<file path="config.mk">
export PLATFORM = sky130hd
export DESIGN_NAME = pts_window_ctrl
export DESIGN_NICKNAME = d
export VERILOG_FILES = /design/src/rtl/pts_pkg.sv /design/src/rtl/pts_cfg_bank.sv /design/src/rtl/pts_core_seq.sv /design/src/rtl/pts_bw_check.sv /design/src/rtl/pts_window_ctrl.sv
export SDC_FILE = /design/constraint.sdc
export NUM_CORES = 1
export LEC_CHECK = 0
export BUFFER_PORTS_ARGS = -buffer_cell sky130_fd_sc_hd__buf_2
export CAP_MARGIN = 10
export CORE_MARGIN = 8
export CORE_UTILIZATION = 30
export CTS_BUF_LIST = sky130_fd_sc_hd__clkbuf_2
export CTS_CLUSTER_DIAMETER = 50
export DETAILED_ROUTE_END_ITERATION = 6
export PLACE_DENSITY = 0.53
export SLEW_MARGIN = 20
export SYNTH_ARGS = -nofsm -noshare
export SYNTH_HDL_FRONTEND = slang
export SYNTH_SLANG_ARGS = --single-unit
</file>
<file path="constraint.sdc">
create_clock -name clk -period 23.8 [get_ports clk]
set_input_delay 1.19 -clock clk [delete_from_list [all_inputs] [get_ports clk]]
set_output_delay 1.19 -clock clk [all_outputs]
set_load 0.05 [all_outputs]
</file>
<file path="src/rtl/pts_pkg.sv">
// Shared types for the partitioned test window sequencer.
package pts_pkg;
    // Phase of one core's test schedule.
    typedef enum logic [2:0] {
        ST_IDLE,
        ST_WAIT,
        ST_ACT,
        ST_COOL,
        ST_SW,
        ST_DONE
    } seq_state_t;
endpackage

</file>
<file path="src/rtl/pts_cfg_bank.sv">
// Holds each core's partitioning scheme.
// Assumes: lock is high for as long as a run is in progress; a write to a
// core index at or above NCORE is dropped.
module pts_cfg_bank #(
    parameter int NCORE = 2,
    parameter int TW    = 16,
    parameter int PW    = 4,
    parameter int WW    = 4,
    parameter int SELW  = 1
) (
    input  logic                        clk,
    input  logic                        rst_n,
    input  logic                        lock,
    input  logic                        we,
    input  logic [SELW-1:0]             sel,
    input  logic [TW-1:0]               w_start,
    input  logic [PW-1:0]               w_parts,
    input  logic [TW-1:0]               w_first,
    input  logic [TW-1:0]               w_nom,
    input  logic [TW-1:0]               w_total,
    input  logic [TW-1:0]               w_cool,
    input  logic [TW-1:0]               w_ovh,
    input  logic [WW-1:0]               w_width,
    output logic [NCORE-1:0][TW-1:0]    q_start,
    output logic [NCORE-1:0][PW-1:0]    q_parts,
    output logic [NCORE-1:0][TW-1:0]    q_first,
    output logic [NCORE-1:0][TW-1:0]    q_nom,
    output logic [NCORE-1:0][TW-1:0]    q_total,
    output logic [NCORE-1:0][TW-1:0]    q_cool,
    output logic [NCORE-1:0][TW-1:0]    q_ovh,
    output logic [NCORE-1:0][WW-1:0]    q_width
);
    for (genvar c = 0; c < NCORE; c++) begin : g_core
        logic hit;
        assign hit = we && !lock && (sel == SELW'(c));

        // Load this core's scheme on an unlocked write.
        always_ff @(posedge clk) begin
            if (!rst_n) begin
                q_start[c] <= '0;
                q_parts[c] <= PW'(1);
                q_first[c] <= TW'(1);
                q_nom[c]   <= TW'(1);
                q_total[c] <= TW'(1);
                q_cool[c]  <= '0;
                q_ovh[c]   <= '0;
                q_width[c] <= '0;
            end else if (hit) begin
                q_start[c] <= w_start;
                q_parts[c] <= w_parts;
                q_first[c] <= w_first;
                q_nom[c]   <= w_nom;
                q_total[c] <= w_total;
                q_cool[c]  <= w_cool;
                q_ovh[c]   <= w_ovh;
                q_width[c] <= w_width;
            end
        end


        lock_hold_chk: assert property (@(posedge clk) disable iff (!rst_n)
            lock |=> $stable({q_start[c], q_parts[c], q_first[c], q_nom[c],
                              q_total[c], q_cool[c], q_ovh[c], q_width[c]}));
    end
endmodule

</file>
<file path="src/rtl/pts_core_seq.sv">
// Plays out one core's partitioned test: optional wait, then windows
// separated by a cooling span and a switching overhead.
// Assumes: the scheme is stable while running; first, nominal and total
// lengths are at least 1; arm only pulses when no run is in progress.
module pts_core_seq
    import pts_pkg::*;
#(
    parameter int TW = 16,
    parameter int PW = 4
) (
    input  logic          clk,
    input  logic          rst_n,
    input  logic          arm,
    input  logic [TW-1:0] start_t,
    input  logic [PW-1:0] parts,
    input  logic [TW-1:0] first_len,
    input  logic [TW-1:0] nom_len,
    input  logic [TW-1:0] total_len,
    input  logic [TW-1:0] cool_len,
    input  logic [TW-1:0] ovh_len,
    output logic          test_active,
    output logic          bus_req,
    output logic [PW-1:0] part_idx,
    output logic          done
);
    localparam int XW = TW + PW + 1;

    seq_state_t    state_q, state_d;
    logic [TW-1:0] cnt_q, cnt_d;
    logic [PW-1:0] idx_q, idx_d;

    logic [PW-1:0] m_eff, mid_cnt, nxt_idx;
    logic [XW-1:0] used_len;
    logic [TW-1:0] last_len, len_first, len_nxt;
    logic          final_end;

    // Derive the window count and the closing window length.
    always_comb begin
        m_eff     = (parts == '0) ? PW'(1) : parts;
        mid_cnt   = (m_eff >= PW'(2)) ? (m_eff - PW'(2)) : '0;
        used_len  = XW'(first_len) + XW'(mid_cnt) * XW'(nom_len);
        last_len  = (XW'(total_len) > used_len) ? TW'(XW'(total_len) - used_len) : '0;
        len_first = (m_eff == PW'(1)) ? total_len : first_len;
        nxt_idx   = idx_q + PW'(1);
        len_nxt   = (nxt_idx == m_eff - PW'(1)) ? last_len : nom_len;
        final_end = (idx_q == m_eff - PW'(1)) ||
                    ((nxt_idx == m_eff - PW'(1)) && (last_len == '0));
    end

    // Next phase, countdown and window index.
    always_comb begin
        state_d = state_q;
        cnt_d   = cnt_q;
        idx_d   = idx_q;
        if (arm) begin
            idx_d = '0;
            if (start_t == '0) begin
                state_d = ST_ACT;
                cnt_d   = len_first - TW'(1);
            end else begin
                state_d = ST_WAIT;
                cnt_d   = start_t - TW'(1);
            end
        end else if (cnt_q != '0) begin
            cnt_d = cnt_q - TW'(1);
        end else begin
            case (state_q)
                ST_WAIT: begin
                    state_d = ST_ACT;
                    cnt_d   = len_first - TW'(1);
                end
                ST_ACT: begin
                    if (final_end) begin
                        state_d = ST_DONE;
                    end else if (cool_len != '0) begin
                        state_d = ST_COOL;
                        cnt_d   = cool_len - TW'(1);
                    end else if (ovh_len != '0) begin
                        state_d = ST_SW;
                        cnt_d   = ovh_len - TW'(1);
                    end else begin
                        idx_d   = nxt_idx;
                        cnt_d   = len_nxt - TW'(1);
                    end
                end
                ST_COOL: begin
                    if (ovh_len != '0) begin
                        state_d = ST_SW;
                        cnt_d   = ovh_len - TW'(1);
                    end else begin
                        state_d = ST_ACT;
                        idx_d   = nxt_idx;
                        cnt_d   = len_nxt - TW'(1);
                    end
                end
                ST_SW: begin
                    state_d = ST_ACT;
                    idx_d   = nxt_idx;
                    cnt_d   = len_nxt - TW'(1);
                end
                default: ;
            endcase
        end
    end

    // Register the schedule state.
    always_ff @(posedge clk) begin
        if (!rst_n) begin
            state_q <= ST_IDLE;
            cnt_q   <= '0;
            idx_q   <= '0;
        end else begin
            state_q <= state_d;
            cnt_q   <= cnt_d;
            idx_q   <= idx_d;
        end
    end

    assign test_active = (state_q == ST_ACT);
    assign bus_req     = (state_q == ST_ACT) || (state_q == ST_SW);
    assign done        = (state_q == ST_DONE);
    assign part_idx    = idx_q;


    act_bus_chk: assert property (@(posedge clk) disable iff (!rst_n)
        test_active |-> bus_req);


    done_hold_chk: assert property (@(posedge clk) disable iff (!rst_n)
        done && !arm |=> done);


    idx_sw_chk: assert property (@(posedge clk) disable iff (!rst_n)
        (state_q == ST_SW) |-> (part_idx == $past(part_idx)));


    zero_start_chk: assert property (@(posedge clk) disable iff (!rst_n)
        arm && (start_t == '0) |=> test_active && (part_idx == '0));
endmodule

</file>
<file path="src/rtl/pts_bw_check.sv">
// Sums the wire widths of requesting cores and records the first cycle
// whose sum exceeds the bus width. Observes only; never gates a core.
// Assumes: clr pulses when a new run is armed.
module pts_bw_check #(
    parameter int NCORE = 2,
    parameter int TW    = 16,
    parameter int WW    = 4,
    parameter int BUS_W = 6
) (
    input  logic                     clk,
    input  logic                     rst_n,
    input  logic                     clr,
    input  logic [NCORE-1:0]         req,
    input  logic [NCORE-1:0][WW-1:0] width,
    input  logic [TW-1:0]            now,
    output logic                     viol,
    output logic [TW-1:0]            viol_time
);
    localparam int SW = WW + $clog2(NCORE + 1);

    logic [SW-1:0] sum;
    logic          over;

    // Add up the widths of every requesting core.
    always_comb begin
        sum = '0;
        for (int c = 0; c < NCORE; c++) begin
            if (req[c]) sum = sum + SW'(width[c]);
        end
        over = (sum > SW'(BUS_W));
    end

    // Latch the first over-subscription until the next run.
    always_ff @(posedge clk) begin
        if (!rst_n || clr) begin
            viol      <= 1'b0;
            viol_time <= '0;
        end else if (over && !viol) begin
            viol      <= 1'b1;
            viol_time <= now;
        end
    end


    viol_sticky_chk: assert property (@(posedge clk) disable iff (!rst_n)
        viol && !clr |=> viol);


    viol_time_chk: assert property (@(posedge clk) disable iff (!rst_n)
        viol && !clr |=> $stable(viol_time));
endmodule

</file>
<file path="src/rtl/pts_window_ctrl.sv">
// Top of the partitioned test window sequencer: shared time base, run
// control, configuration bank, one sequencer per core and bus checker.
// Assumes: start is a single-cycle pulse; all cores share the time base.
module pts_window_ctrl #(
    parameter int NCORE = 2,
    parameter int TW    = 16,
    parameter int PW    = 4,
    parameter int WW    = 4,
    parameter int BUS_W = 6,
    parameter int SELW  = (NCORE > 1) ? $clog2(NCORE) : 1
) (
    input  logic                clk,
    input  logic                rst_n,
    input  logic                start,
    input  logic                cfg_we,
    input  logic [SELW-1:0]     cfg_sel,
    input  logic [TW-1:0]       cfg_start,
    input  logic [PW-1:0]       cfg_parts,
    input  logic [TW-1:0]       cfg_first,
    input  logic [TW-1:0]       cfg_nom,
    input  logic [TW-1:0]       cfg_total,
    input  logic [TW-1:0]       cfg_cool,
    input  logic [TW-1:0]       cfg_ovh,
    input  logic [WW-1:0]       cfg_width,
    output logic [NCORE-1:0]    test_active,
    output logic [NCORE-1:0]    bus_req,
    output logic [NCORE*PW-1:0] part_idx,
    output logic [NCORE-1:0]    done,
    output logic                all_done,
    output logic                bw_viol,
    output logic [TW-1:0]       bw_viol_time
);
    logic          running_q;
    logic          arm;
    logic [TW-1:0] now_q;

    logic [NCORE-1:0][TW-1:0] c_start, c_first, c_nom, c_total, c_cool, c_ovh;
    logic [NCORE-1:0][PW-1:0] c_parts;
    logic [NCORE-1:0][WW-1:0] c_width;

    assign arm      = start && !running_q;
    assign all_done = &done;

    // Track whether a run is in progress.
    always_ff @(posedge clk) begin
        if (!rst_n)        running_q <= 1'b0;
        else if (arm)      running_q <= 1'b1;
        else if (all_done) running_q <= 1'b0;
    end

    // Shared time base: zero in the first cycle after arming.
    always_ff @(posedge clk) begin
        if (!rst_n)         now_q <= '0;
        else if (arm)       now_q <= '0;
        else if (running_q) now_q <= now_q + TW'(1);
    end

    pts_cfg_bank #(
        .NCORE(NCORE), .TW(TW), .PW(PW), .WW(WW), .SELW(SELW)
    ) u_cfg (
        .clk(clk), .rst_n(rst_n), .lock(running_q),
        .we(cfg_we), .sel(cfg_sel),
        .w_start(cfg_start), .w_parts(cfg_parts), .w_first(cfg_first),
        .w_nom(cfg_nom), .w_total(cfg_total), .w_cool(cfg_cool),
        .w_ovh(cfg_ovh), .w_width(cfg_width),
        .q_start(c_start), .q_parts(c_parts), .q_first(c_first),
        .q_nom(c_nom), .q_total(c_total), .q_cool(c_cool),
        .q_ovh(c_ovh), .q_width(c_width)
    );

    for (genvar c = 0; c < NCORE; c++) begin : g_seq
        pts_core_seq #(.TW(TW), .PW(PW)) u_seq (
            .clk(clk), .rst_n(rst_n), .arm(arm),
            .start_t(c_start[c]), .parts(c_parts[c]),
            .first_len(c_first[c]), .nom_len(c_nom[c]),
            .total_len(c_total[c]), .cool_len(c_cool[c]),
            .ovh_len(c_ovh[c]),
            .test_active(test_active[c]), .bus_req(bus_req[c]),
            .part_idx(part_idx[c*PW +: PW]), .done(done[c])
        );
    end

    pts_bw_check #(
        .NCORE(NCORE), .TW(TW), .WW(WW), .BUS_W(BUS_W)
    ) u_bw (
        .clk(clk), .rst_n(rst_n), .clr(arm),
        .req(bus_req), .width(c_width), .now(now_q),
        .viol(bw_viol), .viol_time(bw_viol_time)
    );


    run_end_chk: assert property (@(posedge clk) disable iff (!rst_n)
        all_done && !arm |=> !running_q);
endmodule

</file>
==> metrics.md, run 1 <==
| Metric | Value |
|---|---|
| Status | complete, but fails checks |
| Failing checks | design-rule violations |
| Routed Antenna Nets | 0 |
| Vias post-DR | 25600 |
| Slowest cell on the critical path | nor2_1 |
| WP data required | 24850 ps |
| Worst slew pin tran | 1150 ps |
| Global-route wire length before repair | 149000 um |
| Sequential fraction of the synthesis area | 22.4% |
| Synth Instances | 3457 |
| Final Hold Viols | 0 |
| CTS sink count | 288 |
| Placed Instances | 4580 |
| Number of remaining DRC errors | 5 |
| CTS Root Cell | clkbuf_2 |
| DP HPWL | 79000 um |
| Inserted Clock Buffers | 84 |
| Final worst path period share | approximately two fifths |
| Yosys warns | 0 |
| Total of max-cap violations | 0 |
| Final setup viols | 0 |
| RSZ-0062 raised after global routing | false |
| Overflow after GRT | 0 |
| Boundary pin count | between 100 and 150 |
| Routed WL | 99400 um |
| Hold Path Class | input port to flop |
| Pwr per Cell Area | 59.8 nW/um^2 |
| RD Place Congestion | 0.989 |
| Yosys top cell by area | dfxtp_1 |
| DRT Pass-1 Iters | 7 |
| Vias in the first global route | about 24000 |
| Die Y | 309 um |
| CP Capture Type | flop |
| PostCTS Resize Cnt | 0 |
| Worst Path Max Fanout | 16 |
| Synthesized area per cell | 7.44 um^2 |
| Post-synth top area share | 22.4% |
| CP max stage delay | 730 ps |
| Vias per inst | 5.40 |
| Synth Register Bits | 288 |
| Post-synthesis instance area | around 26000 um^2 |
| NumNets Final | 3847 |
| Number of max-slew violations in the final report | 0 |
| Port bufs | 140 |
| Relative slew margins | 23.2% |
| Drt first-iter violations | about 2200 |
| Final min period | 9450 ps |
| Share of cells above drive strength 1 | about 10% |
| Fin Clk Skew | roughly 200 ps |
| TNS Setup | 0 ps |
| Post-synth EDFFs | 0 |
| Max IR drop VDD | 0.0289 mV |
| Hold buffer count at CTS | 0 |
| Mapped Nets | around 3800 |
| Effective utilization at floorplan | 30.2% |
| GRT Total Usage | between 20% and 30% |
| Clock buffer depth | 3 |
| Commonest cells after routing, fill and taps aside | 650 x nand2_1, 288 x dfxtp_1, 249 x nor2_1 |
| Antenna violations before repair | 9 |
| Post-CTS setup buffers | 0 |
| Die area | 95400 um^2 |
| Htree depth | 3 |
| Finished Layout Cells | 4734 |
| CP Launch Type | flop |
| Worst skew pair latency | ~1200 ps |
| Dominant synthesized flop cell | dfxtp_1 |
| Netlist cell types | 93 |
| Area growth syn-to-layout | 9.41% |
| CTS tree | done |
| Most common cell after layout, fill and taps aside | nand2_1 |
| Core footprint | 85100 um^2 |
| Leak pwr | 11.6 nW |
| Worst EP arrival | 10510 ps |
| Ys async rst share | 0% |
| Worst-path clk slew | 100 ps |
| Largest net degree at the start of global routing | ~110 |
| Die X | 309 um |
| Fmax | approximately 110 MHz |
| Top cells by area, synth | dfxtp_1 22%, nand2_1 9.5%, fa_1 6.9% |
| WS Path Type | flop to flop |
| Hold_ws | 276 ps |
| Row count | 107 |
| DR WL/cell | 21.0 um |
[final cells by class]
cell class / count / area [um^2]
fill: 9499 / 57000
multi-input combinational: 2806 / 18600
sequential: 288 / 5770
tap: 1144 / 1430
timing repair buffer: 165 / 895
inverter: 177 / 664
clock buffer: 122 / 611
clock inverter: 27 / 173
antenna: 5 / 12.5
[cells by family after synthesis]
logic type | Yosys count | share of synthesized area [%]
flip-flops | 288 | 22.4
AND/OR/NAND/NOR | 1462 | 26.6
AO/OA/AOI/OAI | 845 | 22.5
XOR/XNOR | 236 | 8.09
adder cells (fa/ha/maj) | 216 | 13.1
buffers and inverters | 363 | 5.48
multiplexers | 47 | 1.85
[state kept, by name (all words and copies together), names as in the netlist, 8 cells and up]
name and flops:
u_cfg.q_total 32, u_cfg.q_cool 32, u_cfg.q_nom 32, now_q 16, u_cfg.q_start 32, g_seq.u_seq.part_idx 8
g_seq.u_seq.cnt_q 32, u_cfg.q_width 8, u_cfg.q_ovh 32, u_cfg.q_first 32, u_bw.viol_time 16, u_cfg.q_parts 8
[power breakdown]
part	internal (W)	switching, W
Combinational	0.000259	0.000462
Sequential	0.000516	0.0000552
Clock	0.000146	0.000245
Total	0.000921	0.000762
[layer usage]
| layer | share of wire (%) | wire length (um) | track usage [%] |
|---|---|---|---|
| met1 | 47 | 46700 | 28.8 |
| met5 | 0.0070 | 7 | 0 |
| met4 | 3.2 | 3150 | 6.35 |
| met3 | 7.2 | 7160 | 3.34 |
| met2 | 43 | 42400 | 30.6 |
[synthesized netlist by cell type, types with 31 or more instances]
library cell    n
clkbuf_1      152
o211ai_1       31
xnor2_1       139
a211oi_1       36
mux2i_1        43
nand2_1       650
a21oi_1       164
nor4_1         39
dfxtp_1       288
a31oi_1        35
a21o_1         32
xor2_1         96
and2_1        129
nor3_1        112
nand3_1        69
ha_1          127
o21ai_0       129
fa_1           89
a21boi_0      208
nor2_1        250
inv_1         177
[path summary, 6_finish.rpt]
| kind | start | to | slack (ps) | cells past startpoint |
|---|---|---|---|---|
| min reg2reg | u_cfg.q_width[3] | u_cfg.q_width[3] | 460 | 2 |
| max | u_cfg.q_parts[2] | g_seq[0].u_seq.cnt_q[8] | 14350 | 36 |
| max reg2reg | u_cfg.q_parts[2] | g_seq[0].u_seq.cnt_q[8] | 14350 | 36 |
| min | cfg_width[1] | u_cfg.q_width[1] | 280 | 3 |
[critical path, delay by kind of cell (launching register included)]
family	cells	cell delay (ps)
AOI/OAI and AO/OA	10	2110
xor gates and xnor gates	1	150
adders and majority gates	7	2700
buffers and inverters	4	320
DFF	1	520
and+or+nand+nor	14	3680
[metrics by stage]
step | cell area [um^2] | power, W | utilization (%) | setup slack [ps]
floorplan | 25700 | 0.00107 | - | 15960
global placement | 27400 | 0.00129 | 32.1 | 14630
detailed placement | 27400 | 0.00128 | 32.1 | 14400
CTS | 28100 | 0.00168 | 33.1 | 14500
global route | 28200 | 0.00179 | 33.1 | 13600
finish | 28200 | 0.00168 | 33.1 | 14350
Note: power is estimated with default switching activity, not from simulation.
==> inputs of run 2 (changes only) <==
ABC_AREA = 1   (was default)
clock period = 9.8 ns   (was 23.8 ns; I/O delays follow)
==> run 2 against run 1 <==
The run still ends with design-rule violations left. Fmax increased by 25%. Synthesized cell count increased by 12%. Die area decreased by 3.0%. Clock-buffer cell count decreased by 10. Hold slack got worse by 64 ps. Final cell count increased by 11%. Clock power increased by 150%. Via count increased by 4.0%. Critical path depth increased by 4. Clock skew decreased by 120 ps. Core utilization increased by 1.7 points.
==> metrics.md, run 2 <==
| Metric | Value |
|---|---|
| Commonest cells after routing, fill and taps aside | 774 x nand2_1, 602 x inv_1, 448 x nor2_1 (was 650 x nand2_1, 288 x dfxtp_1, 249 x nor2_1) |
| Hold Path Class | input port to flop (unchanged) |
| Synth Instances | 3880 (was 3457) |
| WP data required | 10820 ps (was 24850 ps) |
| CP Launch Type | flop (unchanged) |
| CTS Root Cell | clkbuf_2 (unchanged) |
| Htree depth | 3 (unchanged) |
| CTS sink count | 288 (unchanged) |
| Final worst path period share | 76.9% (was 39.7%) |
| FILL cells | 9076 (was 9499) |
| Final setup viols | 0 (unchanged) |
| Most common cell after layout, fill and taps aside | nand2_1 (unchanged) |
| Failing checks | design-rule violations (unchanged) |
| DR WL/cell | 18.7 um (was 21.0 um) |
| Inserted Clock Buffers | 80 (was 84) |
| DRT Pass-1 Iters | 7 (unchanged) |
| CTS tree | done (unchanged) |
| Final min period | 7530 ps (was 9450 ps) |
| Max IR drop VDD | 0.0684 mV (was 0.0289 mV) |
| Met3 usage | 4.72% (was 3.34%) |
| WS Path Type | flop to flop (unchanged) |
| Vias in the first global route | 25000 (was 23800) |
| Top cells by area, synth | dfxtp_1 23%, nand2_1 12%, inv_1 9.1% (was dfxtp_1 22%, nand2_1 9.5%, fa_1 6.9%) |
| CP Capture Type | flop (unchanged) |
| Share of cells above drive strength 1 | 8.39% (was 9.96%) |
| Ys async rst share | 0% (unchanged) |
| Final Hold Viols | 0 (unchanged) |
| Synth top cells by count | 774 x nand2_1, 603 x inv_1, 449 x nor2_1 (was 650 x nand2_1, 288 x dfxtp_1, 250 x nor2_1) |
| Number of remaining DRC errors | 1 (was 5) |
| Met1 usage | 29.3% (was 28.8%) |
| Critical path's top delay family | simple AND/OR/NAND/NOR gates (unchanged) |
| Synth Register Bits | 288 (unchanged) |
| Fmax | 133 MHz (was 106 MHz) |
| Effective utilization at floorplan | 30.3% (was 30.2%) |
| Netlist cell types | 65 (was 93) |
| Bufs and invs on worst path | 6 (was 4) |
| Post-CTS setup buffers | 0 (unchanged) |
| Die area | 92500 um^2 (was 95400 um^2) |
| Post-synth top area share | 23.1% (was 22.4%) |
| Number of max-slew violations in the final report | 0 (unchanged) |
| Mapped Nets | 4205 (was 3782) |
| Worst Path Max Fanout | 15 (was 16) |
| Total of max-cap violations | 0 (unchanged) |
| NumNets Final | 4441 (was 3847) |
| Global-route wire length before repair | 148000 um (was 149000 um) |
| Antenna violations before repair | 3 (was 9) |
| Routed Antenna Nets | 0 (unchanged) |
| TNS Setup | 0 ps (unchanged) |
| Overflow after GRT | 0 (unchanged) |
| RD Place Congestion | 0.953 (was 0.989) |
| Status | complete, but fails checks (unchanged) |
| RSZ-0062 raised after global routing | false (unchanged) |
| PnR worst setup slack | 2270 ps (was 14350 ps) |
| Vias post-DR | 26600 (was 25600) |
| CP max stage delay | 500 ps (was 730 ps) |
| GRT Total Usage | 20.3% (was 20.1%) |
| Largest net degree at the start of global routing | 112 (was 111) |
| Yosys warns | 0 (unchanged) |
| DP HPWL | 79000 um (about the same) |
| Vias per inst | 5.07 (was 5.40) |
| Yosys top cell by area | dfxtp_1 (unchanged) |
| Worst skew pair latency | 1120 ps (was 1180 ps) |
| Clock buffer depth | 3 (unchanged) |
| Drt first-iter violations | 2235 (was 2241) |
| Routed WL | 98300 um (was 99400 um) |
| Post-synth EDFFs | 0 (unchanged) |
| Crit-path most repeated cell | nand2_1 |
| Relative slew margins | 29.6% (was 23.2%) |
| Hold_ws | 212 ps (was 276 ps) |
| Placement Setup Slack | 2290 ps (was 14400 ps) |
| Sequential fraction of the synthesis area | 23.1% (was 22.4%) |
| Most Used Layer, Global Route | met2 (unchanged) |
| Slowest cell on the critical path | fa_1 (was nor2_1) |
| Area growth syn-to-layout | 14.6% (was 9.41%) |
| Met2 Resource Use GR | 30.1% (was 30.6%) |
| Leak pwr | 13.6 nW (was 11.6 nW) |
| Die X | 304 um (was 309 um) |
| Synthesized area per cell | 6.42 um^2 (was 7.44 um^2) |
| Boundary pin count | 141 (unchanged) |
| Worst-path clk slew | 110 ps (was 100 ps) |
| Pwr per Cell Area | 171 nW/um^2 (was 59.8 nW/um^2) |
| Port bufs | 140 (unchanged) |
| Worst EP arrival | 8550 ps (was 10510 ps) |
| Most instantiated library cell after synthesis | nand2_1 (unchanged) |
| Fin Clk Skew | 78.6 ps (was 195 ps) |
| Row count | 105 (was 107) |
| Post-synthesis instance area | 24900 um^2 (was 25700 um^2) |
| Die Y | 304 um (was 309 um) |
| Worst slew pin tran | 1050 ps (was 1150 ps) |
| Core footprint | 82100 um^2 (was 85100 um^2) |
| Dominant synthesized flop cell | dfxtp_1 (unchanged) |
-- run 2: cell types whose count changed in the layout (fill, tap and decap cells not counted), sizes merged, moves of 52 or more --
cell         change
a21boi         -201
a21oi          +200
and2           -128
dlygate4sd3    +124
inv            +432
nand2          +137
nand3          +103
nor2           +212
nor3            -52
o21ai          +233
xnor2           -79
-- run 2: what timing repair did --
item,in CTS,in global routing
gates resized for setup,0,0
endpoints found under the hold margin,224,0
hold buffers,124,0
-- run 2: worst reg2reg max path: cells and delay by family, from the launching register on --
family          cells  cell delay [ps]
buf+inv             6              570
compound gates      3              610
simple gates       22             2850
flops               1              440
xor+xnor            2              320
fa+ha+maj           7             2640
-- run 2: path summary, 6_finish.rpt --
check             slack [ps]  cells past startpoint                  endpoint               start
hold reg to reg          440                      2        u_bw.viol_time[12]  u_bw.viol_time[12]
setup / recovery        2270                     40  g_seq[1].u_seq.cnt_q[12]    u_cfg.q_parts[6]
setup reg to reg        2270                     40  g_seq[1].u_seq.cnt_q[12]    u_cfg.q_parts[6]
hold / removal           210                      4          u_cfg.q_width[7]        cfg_width[3]
-- run 2: final cells by class --
class                      instances  area [um^2]  share of cell area, %
antenna                            1         2.50                0.00876
multi-input combinational       2846        16300                   57.1
clock buffer                     112          561                   1.96
clock inverter                    24          184                  0.644
timing repair buffer             282         2080                   7.28
inverter                         618         2330                   8.15
sequential                       288         5770                   20.2
tap                             1070         1340                   4.69
-- run 2: routing by layer --
| metal | vias up | wire (um) |
|---|---|---|
| li1 | 13100 | - |
| met1 | 12400 | 47100 |
| met2 | 974 | 40300 |
| met3 | 142 | 8230 |
| met4 | 0 | 2610 |
| met5 | - | 0 |
-- run 2: stage by stage --
step,total power (W),instances,cell area (um^2),util (%)
6_report,0.00487,5241,28600,34.8
4_1_cts,0.00486,5240,28600,34.8
5_1_grt,0.00524,5241,28600,34.8
2_1_floorplan,0.00315,3880,24900,-
3_3_place_gp,0.00386,4980,26600,32.3
3_5_place_dp,0.00384,4980,26600,32.4
-- run 2: report_power, final --
| part | internal [W] | leakage, nW | switching (W) |
|---|---|---|---|
| clock | 0.000387 | 0.549 | 0.000572 |
| combinational | 0.000801 | 10.6 | 0.00168 |
| sequential | 0.00131 | 2.36 | 0.000127 |
-- run 2: cell families (layout without fill, tap and decap cells) --
group,Yosys count,in the layout,synth area share [%]
AOI/OAI and AO/OA,844,844,18.1
xor gates and xnor gates,161,161,5.72
adders and majority gates,216,216,13.5
buffers and inverters,746,1036,11.6
DFF,288,288,23.1
muxes,1,1,0.0402
other,0,1,0
and+or+nand+nor,1624,1624,27.9
